<file path="src/rtl/bsram_pkg.sv">
package bsram_pkg;
   typedef enum logic [2:0] {
      PH_IDLE,
      PH_SETUP,
      PH_WAIT,
      PH_LAST,
      PH_HOLD
   } phase_e;
endpackage

</file>
<file path="src/rtl/bsram_seq.sv">
module bsram_seq
   import bsram_pkg::*;
#(
   parameter int ADDR_W = 21,
   parameter int DATA_W = 16,
   parameter int LANES  = 2,
   parameter int WAIT_W = 4,
   parameter int HOLD_W = 2
) (
   input  logic              clk,
   input  logic              rst_n,
   input  logic              start,
   input  logic              cfg_mode,
   input  logic [WAIT_W-1:0] cfg_wait,
   input  logic [HOLD_W-1:0] cfg_hold,
   input  logic              in_wr,
   input  logic [ADDR_W-1:0] in_addr,
   input  logic [LANES-1:0]  in_mask,
   input  logic [DATA_W-1:0] in_wdata,
   output phase_e            phase,
   output logic              lat_mode,
   output logic              lat_wr,
   output logic [LANES-1:0]  lat_mask,
   output logic [ADDR_W-1:0] lat_addr,
   output logic [DATA_W-1:0] lat_wdata,
   output logic              done
);
   localparam int CNT_W = (WAIT_W > HOLD_W) ? WAIT_W : HOLD_W;

   logic [CNT_W-1:0]  cnt;
   logic [WAIT_W-1:0] lat_wait;
   logic [HOLD_W-1:0] lat_hold;

   always_ff @(posedge clk or negedge rst_n) begin
      if (!rst_n) begin
         phase     <= PH_IDLE;
         cnt       <= '0;
         done      <= 1'b0;
         lat_mode  <= 1'b0;
         lat_wr    <= 1'b0;
         lat_mask  <= '0;
         lat_addr  <= '0;
         lat_wdata <= '0;
         lat_wait  <= '0;
         lat_hold  <= '0;
      end else begin
         done <= 1'b0;
         unique case (phase)
            PH_IDLE: if (start) begin
               lat_mode  <= cfg_mode;
               lat_wr    <= in_wr;
               lat_mask  <= in_mask;
               lat_addr  <= in_addr;
               lat_wdata <= in_wdata;
               lat_wait  <= cfg_wait;
               lat_hold  <= cfg_hold;
               phase     <= PH_SETUP;
            end
            PH_SETUP: if (lat_wait == '0) begin
               phase <= PH_LAST;
            end else begin
               phase <= PH_WAIT;
               cnt   <= CNT_W'(lat_wait) - CNT_W'(1);
            end
            PH_WAIT: if (cnt == '0) phase <= PH_LAST;
                     else cnt <= cnt - CNT_W'(1);
            PH_LAST: if (lat_mode && lat_wr && lat_hold != '0) begin
               phase <= PH_HOLD;
               cnt   <= CNT_W'(lat_hold) - CNT_W'(1);
            end else begin
               phase <= PH_IDLE;
               done  <= 1'b1;
            end
            PH_HOLD: if (cnt == '0) begin
               phase <= PH_IDLE;
               done  <= 1'b1;
            end else begin
               cnt <= cnt - CNT_W'(1);
            end
            default: phase <= PH_IDLE;
         endcase
      end
   end


   wait_cnt_bound_chk: assert property (@(posedge clk) disable iff (!rst_n)
      (phase == PH_WAIT) |-> (cnt < CNT_W'(lat_wait)));

   hold_only_mode1_wr_chk: assert property (@(posedge clk) disable iff (!rst_n)
      (phase == PH_HOLD) |-> (lat_mode && lat_wr && cnt < CNT_W'(lat_hold)));
endmodule

</file>
<file path="src/rtl/bsram_strobe.sv">
module bsram_strobe
   import bsram_pkg::*;
#(
   parameter int LANES = 2
) (
   input  phase_e           phase,
   input  logic             lat_mode,
   input  logic             lat_wr,
   input  logic [LANES-1:0] lat_mask,
   output logic             cs_n,
   output logic             rd_n,
   output logic             rdwr_n,
   output logic [LANES-1:0] bs_n,
   output logic             dq_oe
);
   logic active, window;

   always_comb begin
      active = (phase != PH_IDLE);
      window = (phase == PH_WAIT) || (phase == PH_LAST);
      cs_n   = !active;
      rd_n   = !(window && !lat_wr);
      dq_oe  = active && lat_wr;
      if (lat_mode) rdwr_n = !(window && lat_wr);
      else          rdwr_n = !(active && lat_wr);
   end

   for (genvar g = 0; g < LANES; g++) begin : g_lane
      always_comb begin
         if (lat_mode) bs_n[g] = !(active && lat_mask[g]);
         else          bs_n[g] = !(window && lat_mask[g]);
      end
   end
endmodule

</file>
<file path="src/rtl/bsram_ctrl.sv">
module bsram_ctrl
   import bsram_pkg::*;
#(
   parameter int ADDR_W = 21,
   parameter int DATA_W = 16,
   parameter int WAIT_W = 4,
   parameter int HOLD_W = 2
) (
   input  logic              clk,
   input  logic              rst_n,
   input  logic              cfg_bsel_mode,
   input  logic [HOLD_W-1:0] cfg_hold,
   input  logic [WAIT_W-1:0] cfg_wait,
   input  logic              req_valid,
   input  logic              req_write,
   input  logic [ADDR_W-1:0] req_addr,
   input  logic [DATA_W/8-1:0] req_mask,
   input  logic [DATA_W-1:0] req_wdata,
   output logic              req_ready,
   output logic              rsp_done,
   output logic [DATA_W-1:0] rsp_rdata,
   output logic [ADDR_W-1:0] mem_addr,
   output logic              mem_cs_n,
   output logic              mem_rd_n,
   output logic              mem_rdwr_n,
   output logic [DATA_W/8-1:0] mem_bs_n,
   output logic [DATA_W-1:0] mem_dq_o,
   output logic              mem_dq_oe,
   input  logic [DATA_W-1:0] mem_dq_i
);
   localparam int LANES = DATA_W / 8;

   if (DATA_W != 16) begin : g_bad_width
      $error("bsram_ctrl: DATA_W must be 16");
   end
   if (WAIT_W < 1 || HOLD_W < 1) begin : g_bad_cnt
      $error("bsram_ctrl: WAIT_W and HOLD_W must be at least 1");
   end

   phase_e            phase;
   logic              lat_mode, lat_wr;
   logic [LANES-1:0]  lat_mask;

   assign req_ready = (phase == PH_IDLE);

   bsram_seq #(
      .ADDR_W(ADDR_W), .DATA_W(DATA_W), .LANES(LANES),
      .WAIT_W(WAIT_W), .HOLD_W(HOLD_W)
   ) u_seq (
      .clk(clk), .rst_n(rst_n),
      .start(req_valid),
      .cfg_mode(cfg_bsel_mode), .cfg_wait(cfg_wait), .cfg_hold(cfg_hold),
      .in_wr(req_write), .in_addr(req_addr), .in_mask(req_mask),
      .in_wdata(req_wdata),
      .phase(phase), .lat_mode(lat_mode), .lat_wr(lat_wr),
      .lat_mask(lat_mask), .lat_addr(mem_addr), .lat_wdata(mem_dq_o),
      .done(rsp_done)
   );

   bsram_strobe #(.LANES(LANES)) u_strobe (
      .phase(phase), .lat_mode(lat_mode), .lat_wr(lat_wr),
      .lat_mask(lat_mask),
      .cs_n(mem_cs_n), .rd_n(mem_rd_n), .rdwr_n(mem_rdwr_n),
      .bs_n(mem_bs_n), .dq_oe(mem_dq_oe)
   );

   always_ff @(posedge clk or negedge rst_n) begin
      if (!rst_n)                            rsp_rdata <= '0;
      else if (phase == PH_LAST && !lat_wr)  rsp_rdata <= mem_dq_i;
   end


   strobe_needs_cs_chk: assert property (@(posedge clk) disable iff (!rst_n)
      (!mem_rd_n || !mem_rdwr_n || (mem_bs_n != '1)) |-> !mem_cs_n);

   no_drive_on_read_chk: assert property (@(posedge clk) disable iff (!rst_n)
      !mem_rd_n |-> !mem_dq_oe);

   done_pulse_chk: assert property (@(posedge clk) disable iff (!rst_n)
      rsp_done |=> !rsp_done);

   accept_starts_chk: assert property (@(posedge clk) disable iff (!rst_n)
      (req_valid && req_ready) |=> (!mem_cs_n && !req_ready));

   mask_honoured_chk: assert property (@(posedge clk) disable iff (!rst_n)
      (mem_bs_n != '1) |-> ((~mem_bs_n & ~lat_mask) == '0));

   mode1_we_bs_chk: assert property (@(posedge clk) disable iff (!rst_n)
      (lat_mode && !mem_rdwr_n) |-> (mem_bs_n == ~lat_mask));
endmodule

</file>
<file path="config.mk">
export PLATFORM = sky130hd
export DESIGN_NAME = bsram_ctrl
export DESIGN_NICKNAME = d
export VERILOG_FILES = /design/src/rtl/bsram_pkg.sv /design/src/rtl/bsram_seq.sv /design/src/rtl/bsram_strobe.sv /design/src/rtl/bsram_ctrl.sv
export SDC_FILE = /design/constraint.sdc
export NUM_CORES = 1
export LEC_CHECK = 0
export ABC_AREA = 1
export BUFFER_PORTS_ARGS = -buffer_cell sky130_fd_sc_hd__buf_2
export CAP_MARGIN = 20
export CORE_MARGIN = 8
export CORE_UTILIZATION = 40
export CTS_CLUSTER_SIZE = 28
export DETAILED_ROUTE_END_ITERATION = 10
export PLACE_DENSITY = 0.71
export SYNTH_ARGS = -nofsm -noshare
export SYNTH_HDL_FRONTEND = slang
export SYNTH_SLANG_ARGS = --single-unit
</file>
<file path="constraint.sdc">
create_clock -name clk -period 1.7 [get_ports clk]
set_clock_uncertainty 0.2 [all_clocks]
set_input_delay 0.425 -clock clk [delete_from_list [all_inputs] [get_ports clk]]
set_output_delay 0.425 -clock clk [all_outputs]
set_load 0.01 [all_outputs]
</file>
==> flow_metrics.tcl <==
set metrics [dict create \
    cts_max_level 3 \
    drc 0 \
    layout-drive-gt1-share_pct 60.80 \
    critPathLaunchType "register" \
    worstSetupEndpointType "output port" \
    drtIter0Drc 93 \
    regToRegSetupSlack_ns -0.25 \
    cts.path.max_buffers 2 \
    slew_viol_final 0 \
    finalNetCount 461 \
    root_buffer "clkbuf_8" \
    drtPass1Iterations 4 \
    grt_max_degree 72 \
    power_density_nw_per_um2 2090 \
    fin_tns_setup_ns -4.953 \
    final_util_pct 58.27 \
    dp_hpwl_microns 5498 \
    io_pins 127 \
    worst_pin_slew_ns 0.3604 \
    gr-total-overflow 0 \
    arrival_ns 1.39 \
    design.core.area_sq_um 7292 \
    grt_pass1_wl_microns 11310 \
    fp.dieW_microns 102.9 \
    rsz0062_at_grt "yes" \
    cts_sinks 71 \
    hold_depth 2 \
    area_growth_pct 40.56 \
    synth_area_sq_um 3023 \
    num_rows 31 \
    yosys_register_bits 71 \
    slew_headroom_pct 75.97 \
    fillers 625 \
    die_area_sq_um 10590 \
    gr-usage-all-layers_pct 13.81 \
    status "complete, but fails checks" \
    synth_edf_count 0 \
    fp.dieH_microns 102.9 \
    syn_inst 239 \
    syn-num-nets 307 \
    hp-class "input port to register" \
    antenna_left 0 \
    critical_path_class "register to output port" \
    max_cap_viol_count 0 \
    synth_top_area_share_pct 58.77 \
    synthTopCellsByCount "dfrtp_1 (71), mux2_2 (43), nand2_1 (23)" \
    hold_start "req_wdata[10]" \
    cts_made_buffers 9 \
    seq_area_frac_synth_pct 58.77 \
    yosys-top-cells-area "dfrtp_1 (59%), mux2_2 (16%), mux2_4 (5.0%)" \
    rr_startpoint "u_seq.phase[1]" \
    finalPower_mw 8.882 \
    worst-path-max-fanout 4 \
    fmax_mhz 497.1 \
    fin_crit_sh_pct 118.3 \
    rr_worst_depth 10 \
    syn_area_per_cell_sq_um 12.65 \
    ys.flop_type "dfrtp_1" \
    yosysMostFrequentCell "dfrtp_1" \
    path_clk_slew_ns 0.07 \
    grt_pass1_vias 2451 \
    setup_ws_ns -0.3116 \
    clock_latency_ns 0.33 \
    setup_viol 60 \
    post_drt_wl_per_cell_microns 15.17 \
    wirelength_microns 7538 \
    ys_types 25 \
    vias 2324 \
    violations "negative setup slack" \
    vias_per_cell 4.676 \
    diodes 0 \
    start_util_pct 41.46 \
    antenna_found_initial 0 \
    yosys_warnings 0 \
    place_congestion 0.8891 \
    power.leakage_nw 2.188 \
    required_ns 1.07 \
    ir_drop_mv 0.9927 \
    r2r-end "u_seq.cnt[1]" \
    cts_tree "yes" \
    period_needed_ns 2.012 \
    hold_viol_final 0 \
    numPortBuffers 126 \
    postSynth.asyncResetShare_pct 100.0 \
    synth_top_area_cell "dfrtp_1" \
    hold-path-endpoint "u_seq.lat_wdata[10]" \
]
[critical path, cell delays in order (launching register included)]
cell and delay [ns]:
dfrtp_1 0.41, nor2_2 0.16, nand2_2 0.09, inv_2 0.10, nor2_2 0.05, a21oi_2 0.11, buf_2 0.14
[how the worst max path moves through the flow]
stage / end / start / cells after the start / slack [ns]
6_report: mem_rdwr_n / u_seq.phase[1] / 6 / -0.31
5_1_grt: mem_rdwr_n / u_seq.phase[1] / 6 / -0.38
4_1_cts: mem_bs_n[0] / u_seq.phase[1] / 6 / -0.28
3_5_place_dp: u_seq.cnt[1] / u_seq.phase[0] / 8 / -0.02
3_3_place_gp: u_seq.cnt[1] / u_seq.phase[1] / 9 / 0.03
2_1_floorplan: u_seq.cnt[1] / u_seq.phase[0] / 8 / -0.02
[per-stage QoR]
step	instance area, sq um	instances	hold slack [ns]	worst slack [ns]
floorplan	3027	239	-0.07059	-0.02110
global placement	3834	471	0.2696	0.03481
detailed placement	3834	471	0.2792	-0.02367
CTS	4109	492	0.08723	-0.2837
global route	4249	497	0.08366	-0.3774
finish	4249	497	0.1007	-0.3116
[flip-flops by register name, indices dropped and copies added, names as in the netlist]
signal / count
u_seq.lat_wdata: 16
u_seq.cnt: 4
u_seq.lat_mode: 1
u_seq.lat_addr: 21
u_seq.phase: 3
u_seq.done: 1
u_seq.lat_wr: 1
u_seq.lat_wait: 4
u_seq.lat_hold: 2
rsp_rdata: 16
u_seq.lat_mask: 2
[final cells by class]
| type | count | area, sq um | area share [%] |
|---|---|---|---|
| clock buffer | 11 | 131.4 | 3.092 |
| clock inverter | 5 | 81.33 | 1.914 |
| inverter | 20 | 77.57 | 1.826 |
| multi-input combinational | 141 | 1167 | 27.47 |
| sequential | 71 | 1778 | 41.84 |
| tap | 99 | 123.9 | 2.915 |
| timing repair buffer | 150 | 889.6 | 20.94 |
[cell usage in the layout (no fill, tap or decap), drive strengths merged]
cell / n
o21ai: 9
bufinv: 2
nand4: 1
o22ai: 1
clkinvlp: 1
nand2: 27
a22oi: 1
nor2: 16
mux2: 56
dfrtp: 71
a21oi: 12
inv: 21
ha: 2
buf: 148
nand3: 14
clkinv: 1
clkbuf: 12
dlygate4sd3: 1
nor3: 2
[power breakdown]
part	switching (mW)	leakage, nW	total (mW)	internal (mW)
clock	0.609	0.104	1.44	0.830
combinational	2.21	1.25	4.46	2.25
sequential	0.428	0.831	2.99	2.56
[metal layers]
metal	track usage [%]	share of wire, %
met4	5.673	2.3
met3	5.604	8.8
met2	22.08	49
met5	0	0
met1	16.09	40
[timing repair]
action,in CTS,in global routing
hold endpoints to repair,71,0
hold buffers,1,0
pin swaps,0,2
endpoints found under the setup margin,8,37
gates resized for setup,6,23
setup buffers,4,4
cloned,0,1
[kinds of logic after synthesis]
logic type / after synthesis / share of synthesized area, %
muxes: 56 / 22.10
AOI/OAI and AO/OA: 23 / 3.932
adders and majority gates: 2 / 0.8277
DFF: 71 / 58.77
and+or+nand+nor: 60 / 9.272
buffers and inverters: 27 / 5.090
Note: power is estimated with default switching activity, not from simulation.
